File: src/rtl/sbw_sram_pkg.sv
package sbw_sram_pkg;
  typedef enum logic [1:0] {
    CYC_CONT   = 2'd0,
    CYC_PSTART = 2'd1,
    CYC_CSTART = 2'd2,
    CYC_DESEL  = 2'd3
  } cyc_kind_e;
endpackage

File: src/rtl/sbw_sram_decode.sv
module sbw_sram_decode
  import sbw_sram_pkg::*;
#(
  parameter int LANES = 4
) (
  input  logic             chip_en_n,
  input  logic             sel_hi,
  input  logic             sel_lo_n,
  input  logic             proc_strobe_n,
  input  logic             cache_strobe_n,
  input  logic             write_all_n,
  input  logic             lane_gate_n,
  input  logic [LANES-1:0] lane_we_n,
  output cyc_kind_e        kind,
  output logic [LANES-1:0] lane_req,
  output logic             wr_req
);
  logic chip_sel;
  assign chip_sel = sel_hi && !sel_lo_n;

  // Write pins: the global write overrides the gated per-lane enables.
  always_comb begin
    if (!write_all_n)      lane_req = '1;
    else if (!lane_gate_n) lane_req = ~lane_we_n;
    else                   lane_req = '0;
  end
  assign wr_req = |lane_req;

  // The processor strobe counts only while the chip enable is low, and it
  // wins over the cache strobe.
  always_comb begin
    if (!chip_en_n && !proc_strobe_n)
      kind = chip_sel ? CYC_PSTART : CYC_DESEL;
    else if (!cache_strobe_n)
      kind = (!chip_en_n && chip_sel) ? CYC_CSTART : CYC_DESEL;
    else
      kind = CYC_CONT;
  end
endmodule

File: src/rtl/sbw_sram_front.sv
module sbw_sram_front
  import sbw_sram_pkg::*;
#(
  parameter int ADDR_W = 6,
  parameter int LANES  = 4,
  parameter int LANE_W = 9,
  localparam int WORD_W = LANES * LANE_W
) (
  input  logic              clk,
  input  logic              rst_n,
  input  logic              awake,
  input  cyc_kind_e         kind,
  input  logic [LANES-1:0]  lane_req,
  input  logic [ADDR_W-1:0] addr,
  input  logic [ADDR_W-1:0] burst_addr,
  input  logic [WORD_W-1:0] wdata,
  output logic              acc_q,
  output logic [LANES-1:0]  wr_lanes_q,
  output logic [ADDR_W-1:0] addr_q,
  output logic [WORD_W-1:0] wdata_q
);
  logic open_q;

  always_ff @(posedge clk or negedge rst_n) begin
    if (!rst_n) begin
      open_q     <= 1'b0;
      acc_q      <= 1'b0;
      wr_lanes_q <= '0;
      addr_q     <= '0;
      wdata_q    <= '0;
    end else if (awake) begin
      wdata_q <= wdata;
      unique case (kind)
        CYC_PSTART: begin
          open_q     <= 1'b1;
          acc_q      <= 1'b1;
          addr_q     <= addr;
          wr_lanes_q <= '0;
        end
        CYC_CSTART: begin
          open_q     <= 1'b1;
          acc_q      <= 1'b1;
          addr_q     <= addr;
          wr_lanes_q <= lane_req;
        end
        CYC_DESEL: begin
          open_q     <= 1'b0;
          acc_q      <= 1'b0;
          wr_lanes_q <= '0;
        end
        default: begin
          acc_q      <= open_q;
          wr_lanes_q <= open_q ? lane_req : '0;
          if (open_q) addr_q <= burst_addr;
        end
      endcase
    end
  end

  // No lane may be written while no access is registered.
  AST_IDLE_NO_LANES: assert property (@(posedge clk) disable iff (!rst_n)
    (awake && kind == CYC_CONT && !open_q) |=> (wr_lanes_q == '0));
endmodule

File: src/rtl/sbw_sram_array.sv
module sbw_sram_array #(
  parameter int ADDR_W = 6,
  parameter int LANES  = 4,
  parameter int LANE_W = 9,
  localparam int DEPTH  = 1 << ADDR_W,
  localparam int WORD_W = LANES * LANE_W
) (
  input  logic              clk,
  input  logic              rst_n,
  input  logic              awake,
  input  logic              acc_q,
  input  logic [LANES-1:0]  wr_lanes_q,
  input  logic [ADDR_W-1:0] addr_q,
  input  logic [WORD_W-1:0] wdata_q,
  output logic [WORD_W-1:0] rdata_q,
  output logic              rd_vld_q
);
  logic rd_now;
  assign rd_now = acc_q && (wr_lanes_q == '0);

  for (genvar ln = 0; ln < LANES; ln++) begin : g_lane
    logic [LANE_W-1:0] mem [DEPTH];
    logic [LANE_W-1:0] q;

    always_ff @(posedge clk) begin
      if (awake && acc_q && wr_lanes_q[ln])
        mem[addr_q] <= wdata_q[ln*LANE_W +: LANE_W];
    end

    always_ff @(posedge clk or negedge rst_n) begin
      if (!rst_n)               q <= '0;
      else if (awake && rd_now) q <= mem[addr_q];
    end

    assign rdata_q[ln*LANE_W +: LANE_W] = q;
  end

  always_ff @(posedge clk or negedge rst_n) begin
    if (!rst_n)     rd_vld_q <= 1'b0;
    else if (awake) rd_vld_q <= rd_now;
  end

  // A registered write cycle never reports read data on the next edge.
  AST_WRITE_NOT_VALID: assert property (@(posedge clk) disable iff (!rst_n)
    (awake && acc_q && (wr_lanes_q != '0)) |=> !rd_vld_q);
endmodule

File: src/rtl/sbw_sram.sv
module sbw_sram
  import sbw_sram_pkg::*;
#(
  parameter int ADDR_W = 6,
  parameter int LANES  = 4,
  parameter int BYTE_W = 8,
  localparam int LANE_W = BYTE_W + 1,
  localparam int WORD_W = LANES * LANE_W
) (
  input  logic                    clk,
  input  logic                    rst_n,
  input  logic                    sleep,
  input  logic                    chip_en_n,
  input  logic                    sel_hi,
  input  logic                    sel_lo_n,
  input  logic                    proc_strobe_n,
  input  logic                    cache_strobe_n,
  input  logic [ADDR_W-1:0]       addr,
  input  logic [ADDR_W-1:0]       burst_addr,
  input  logic                    write_all_n,
  input  logic                    lane_gate_n,
  input  logic [LANES-1:0]        lane_we_n,
  input  logic                    out_en_n,
  input  logic [LANES*BYTE_W-1:0] wr_byte,
  input  logic [LANES-1:0]        wr_par,
  output logic [LANES*BYTE_W-1:0] rd_byte,
  output logic [LANES-1:0]        rd_par,
  output logic                    rd_drive
);
  cyc_kind_e         kind;
  logic [LANES-1:0]  lane_req;
  logic              wr_req;
  logic              awake;
  logic              acc_q;
  logic [LANES-1:0]  wr_lanes_q;
  logic [ADDR_W-1:0] addr_q;
  logic [WORD_W-1:0] wdata, wdata_q, rdata_q;
  logic              rd_vld_q;

  assign awake = !sleep;

  // Lane i = {parity bit i, byte i}.
  for (genvar ln = 0; ln < LANES; ln++) begin : g_pack
    assign wdata[ln*LANE_W +: LANE_W] = {wr_par[ln], wr_byte[ln*BYTE_W +: BYTE_W]};
    assign rd_byte[ln*BYTE_W +: BYTE_W] = rdata_q[ln*LANE_W +: BYTE_W];
    assign rd_par[ln] = rdata_q[ln*LANE_W + BYTE_W];
  end

  sbw_sram_decode #(.LANES(LANES)) u_decode (
    .chip_en_n      (chip_en_n),
    .sel_hi         (sel_hi),
    .sel_lo_n       (sel_lo_n),
    .proc_strobe_n  (proc_strobe_n),
    .cache_strobe_n (cache_strobe_n),
    .write_all_n    (write_all_n),
    .lane_gate_n    (lane_gate_n),
    .lane_we_n      (lane_we_n),
    .kind           (kind),
    .lane_req       (lane_req),
    .wr_req         (wr_req)
  );

  sbw_sram_front #(.ADDR_W(ADDR_W), .LANES(LANES), .LANE_W(LANE_W)) u_front (
    .clk        (clk),
    .rst_n      (rst_n),
    .awake      (awake),
    .kind       (kind),
    .lane_req   (lane_req),
    .addr       (addr),
    .burst_addr (burst_addr),
    .wdata      (wdata),
    .acc_q      (acc_q),
    .wr_lanes_q (wr_lanes_q),
    .addr_q     (addr_q),
    .wdata_q    (wdata_q)
  );

  sbw_sram_array #(.ADDR_W(ADDR_W), .LANES(LANES), .LANE_W(LANE_W)) u_array (
    .clk        (clk),
    .rst_n      (rst_n),
    .awake      (awake),
    .acc_q      (acc_q),
    .wr_lanes_q (wr_lanes_q),
    .addr_q     (addr_q),
    .wdata_q    (wdata_q),
    .rdata_q    (rdata_q),
    .rd_vld_q   (rd_vld_q)
  );

  assign rd_drive = rd_vld_q && !out_en_n && awake && !wr_req;

  AST_PSTART_NO_WRITE: assert property (@(posedge clk) disable iff (!rst_n)
    (!sleep && !chip_en_n && !proc_strobe_n && sel_hi && !sel_lo_n)
      |=> (wr_lanes_q == '0));
  AST_GLOBAL_ALL_LANES: assert property (@(posedge clk) disable iff (!rst_n)
    (!sleep && kind == CYC_CSTART && !write_all_n) |=> (wr_lanes_q == '1));
  AST_SLEEP_HOLDS_OUT: assert property (@(posedge clk) disable iff (!rst_n)
    sleep |=> ($stable(rd_byte) && $stable(rd_par)));
  AST_DESEL_ONE_CYCLE: assert property (@(posedge clk) disable iff (!rst_n)
    (!sleep && kind == CYC_DESEL) ##1 !sleep |=> !rd_drive);
  AST_READ_TWO_EDGES: assert property (@(posedge clk) disable iff (!rst_n)
    (!sleep && kind == CYC_CSTART && !wr_req) ##1 !sleep |=> rd_vld_q);
endmodule

File: config.mk
export PLATFORM = sky130hd
export DESIGN_NAME = sbw_sram
export DESIGN_NICKNAME = d
export VERILOG_FILES = /design/src/rtl/sbw_sram_pkg.sv /design/src/rtl/sbw_sram_decode.sv /design/src/rtl/sbw_sram_front.sv /design/src/rtl/sbw_sram_array.sv /design/src/rtl/sbw_sram.sv
export SDC_FILE = /design/constraint.sdc
export NUM_CORES = 2
export LEC_CHECK = 0
export ABC_AREA = 1
export BUFFER_PORTS_ARGS = -buffer_cell sky130_fd_sc_hd__buf_2
export CAP_MARGIN = 20
export CELL_PAD_IN_SITES_DETAIL_PLACEMENT = 1
export CELL_PAD_IN_SITES_GLOBAL_PLACEMENT = 2
export CORE_ASPECT_RATIO = 1.5
export CORE_MARGIN = 2
export CORE_UTILIZATION = 39
export CTS_BUF_LIST = sky130_fd_sc_hd__clkbuf_16
export CTS_CLUSTER_DIAMETER = 100
export DETAILED_ROUTE_END_ITERATION = 12
export GPL_TIMING_DRIVEN = 0
export PLACE_DENSITY = 0.8
export SYNTH_ARGS = -nofsm -noshare
export SYNTH_HDL_FRONTEND = slang
export SYNTH_HIERARCHICAL = 1
export SYNTH_SLANG_ARGS = --single-unit
export TNS_END_PERCENT = 30
File: constraint.sdc
create_clock -name clk -period 2.38 [get_ports clk]
set_input_delay 0.238 -clock clk [delete_from_list [all_inputs] [get_ports clk]]
set_output_delay 0.238 -clock clk [all_outputs]
set_load 0.03 [all_outputs]
==> results.toml <==
[outcome]
status = "finished, violations left"
violations = "setup timing"

[routing]
viasPerCell = 5.50
drt_iter0_drc = 8750
wl_per_cell_um = 32.0
vias = 77100
ant_nets = 0
drcViolationCount = 0
totalWireLength_mm = 449
dr.pass1.iters = 6

[logic_synthesis]
yosysUniqueCellTypes = 28
seq_area_frac_synth_pct = 70.0
netlist_area_um2 = 102000
synth_nets = 9594
avgSynthCellArea_um2 = 10.7
syn_inst = 9528
synth_seq_cells = 2388
yosysWarnings = 6

[clock_network]
cts_root_buf = "clkbuf_16"
clk_pin_slew_ns = 0.06
tritoncts = "yes"
cts_buffer_depth = 4
clock-sinks = 2388
numCtsBuffers = 231
worstSkewPairLatency_ns = 0.96
htree_levels = 4

[place]
dp_hpwl_mm = 320
io_buffers = 99
placed_cell_area_um2 = 109000
place_ws_ns = -2.56
gp_congestion = 1.01

[min_path]
holdCritStartpoint = "chip_en_n"
holdPathEnd = "u_front/open_q$_DFFE_PN0P_"
hold_path_class = "in -> reg"
min_delay_path_depth = 7

[global_route]
grt_pass1_wl_mm = 602
grt_max_degree = 66
antenna_found_initial = 44
grt_overflow = 0
grtUsageTotal_pct = 32.8
grt_pass1_vias = 78500

[layout]
final_cell_area_um2 = 126000
finish.utilization_pct = 48.5
area_delta_synth_final_pct = 23.7
drive_above_1_share_pct = 19.0
nNetsFinal = 10400

[pwr]
p_sw_share_pct = 36.2
peakVddDrop_mv = 0.692
power.leakage_nw = 51.5
internal_power_w = 0.0771
seqPwrFrac_pct = 39.8
pwr-share-comb_pct = 29.5
powerDensity_nw_per_um2 = 960
pwr-share-clk_pct = 30.8
p_sw_w = 0.0438

[sta]
max_freq_mhz = 337
relSlewSlack_pct = 27.0
finalHoldViolations = 0
fin_ws_ns = -0.591
period_minus_slack_ns = 2.97
drv_slew = 0
skew_ns = 0.0915
period_share_pct = 125
rsz0062_at_grt = "yes"
setup_viol = 2328
worst_pin_slew_ns = 1.09

[worst_setup_path]
r2r-start = "u_front/addr_q[0]$_DFFE_PN0P_"
max_stage_delay_ns = 0.41
worstPathArrival_ns = 3.80
critPathKind = "reg -> reg"
path_cells = "buf_12 > clkinv_8 > buf_12 > buf_16 > buf_16 > buf_16 > buf_12 > nand2_4 > nand3_2 > nand2_2 > o21ai_4 > nand2_4 > nor2_4 > nand3_4 > nand2_2 > inv_2"
crit_slowest_cell = "dfrtp_1"
startpoint_type = "flip-flop"
end_kind = "flip-flop"
r2r_slack_ns = -0.59
cp_max_fo = 7
r2r_cells = 16
crit_buf_inv = 8
crit_required_ns = 3.21
cp.depth = 16
r2r_end = "u_array/g_lane[1].q[3]$_DFFE_PN0P_"
cpLargestDelayFamily = "buffers and inverters"

[floorplanning]
die_y_um = 630
fp.dieArea_um2 = 265000
die_x_um = 421
start_util_pct = 39.2
fp-row-count = 229
num_io_pins = 100
core_um2 = 260000

[flow_run]
maxCapViolCount = 0
[cell usage after synthesis]
cell	n	area (um^2)
a21oi_1	4	20.0
nand3_1	698	3490
nor2_4	4	45.0
clkinv_1	2	7.51
nand2_1	2600	9760
nor2_2	10	62.6
or2_0	38	238
clkbuf_1	134	503
o211ai_1	316	2370
buf_2	227	1140
buf_8	2	30.0
buf_1	19	71.3
inv_2	5	18.8
or2_2	120	751
or2_1	1	6.26
nand2_2	2	12.5
nor3_2	3	30.0
o21ai_1	179	896
buf_4	36	270
buf_6	38	428
nor3_1	5	25.0
edfxtp_1	2304	69200
dfrtp_1	84	2100
nor2_1	924	3470
o21ai_0	126	631
inv_4	2	12.5
inv_1	1642	6160
ha_1	3	37.5
[placed cells by master (no fill, tap or decap), drive strengths merged]
master	n
edfxtp	2304
or2	159
clkbuf	390
nand2	2602
inv	1705
o211ai	316
nand3	698
buf	780
a21oi	4
nor2	938
o21ai	305
diode	30
clkinvlp	9
bufinv	26
dlygate4sd3	98
nor3	8
ha	3
clkinv	99
dfrtp	84
[cell families (layout without fill, tap and decap cells)]
| kind of cell | Yosys count | count (layout) | synth area share, % |
|---|---|---|---|
| AO/OA/AOI/OAI | 625 | 625 | 3.85 |
| adder cells (fa/ha/maj) | 3 | 3 | 0.0369 |
| buffers and inverters | 2107 | 3107 | 8.49 |
| flip-flops | 2388 | 2388 | 70.0 |
| other | 0 | 30 | 0 |
| AND/OR/NAND/NOR | 4405 | 4405 | 17.6 |
[cell type report]
cell class	count	area [um^2]
clock buffer	235	5880
clock inverter	188	1520
antenna	30	75.1
fill	27700	134000
sequential	2388	71400
multi-input combinational	5033	25600
inverter	1651	6230
timing repair buffer	586	7130
tap	3465	4340
buffer	447	3640
[through the flow]
step,setup TNS (ns),total power (W),hold WS (ns),std cells
finish,-866.27,0.121,0.0277,14000
global route,-823.39,0.123,0.0490,14000
CTS,-763.65,0.118,0.0253,13900
detailed placement,-4241.27,0.0782,0.280,13200
global placement,-7506.89,0.0773,0.438,13100
floorplan,0,0.0625,-0.0576,9528
[worst min-delay path: stages]
cell and delay (ns):
buf_2 0.09, inv_1 0.03, nand2_1 0.05, nor2_1 0.03, nor2_1 0.12, ha_1 0.24, o21ai_1 0.09
[power by group through the flow]
| stage | Sequential (W) | Combinational [W] | Clock, W |
|---|---|---|---|
| finish | 0.0480 | 0.0356 | 0.0372 |
| global route | 0.0481 | 0.0364 | 0.0389 |
| CTS | 0.0480 | 0.0324 | 0.0373 |
| detailed placement | 0.0489 | 0.0294 | 0 |
| global placement | 0.0500 | 0.0274 | 0 |
| floorplan | 0.0493 | 0.0132 | 0 |
[what timing repair did]
action | CTS | global route
endpoints found under the hold margin | 132 | 0
hold buffers | 99 | 0
resized for setup | 1019 | 500
setup buffers | 130 | 93
pin swaps | 102 | 133
gates cloned | 0 | 7
endpoints found under the setup margin | 2340 | 2332
[layer usage]
metal / up-vias / part of all wire (%) / track usage (%)
li1: 32500 / - / -
met1: 39000 / 32 / 34.1
met3: 1558 / 8.4 / 6.99
met5: - / 0.042 / 0
met4: 10 / 11 / 30.9
met2: 4054 / 48 / 55.1
[worst max-delay path by stage]
stage	slack [ns]	start	end
after floorplan	0.09	u_front/addr_q[1]$_DFFE_PN0P_	u_array/g_lane[3].mem[60][0]$_DFFE_PP_
after global placement	-3.37	u_front/addr_q[1]$_DFFE_PN0P_	u_array/g_lane[1].mem[5][7]$_DFFE_PP_
after detailed placement	-2.56	u_front/addr_q[1]$_DFFE_PN0P_	u_array/g_lane[2].mem[41][0]$_DFFE_PP_
after CTS	-0.54	u_front/addr_q[2]$_DFFE_PN0P_	u_array/g_lane[2].q[3]$_DFFE_PN0P_
after global routing	-0.58	u_front/addr_q[0]$_DFFE_PN0P_	u_array/g_lane[3].q[8]$_DFFE_PN0P_
final	-0.59	u_front/addr_q[0]$_DFFE_PN0P_	u_array/g_lane[1].q[3]$_DFFE_PN0P_
[sequential cells by signal, indices dropped and copies added, names as in the netlist]
signal	cells
u_front/open_q	1
u_array/g_lane.mem	2304
u_front/wr_lanes_q	4
u_front/wdata_q	36
u_front/addr_q	6
u_array/g_lane.q	36
u_array/rd_vld_q	1
Power figures use the tool's default switching activity.
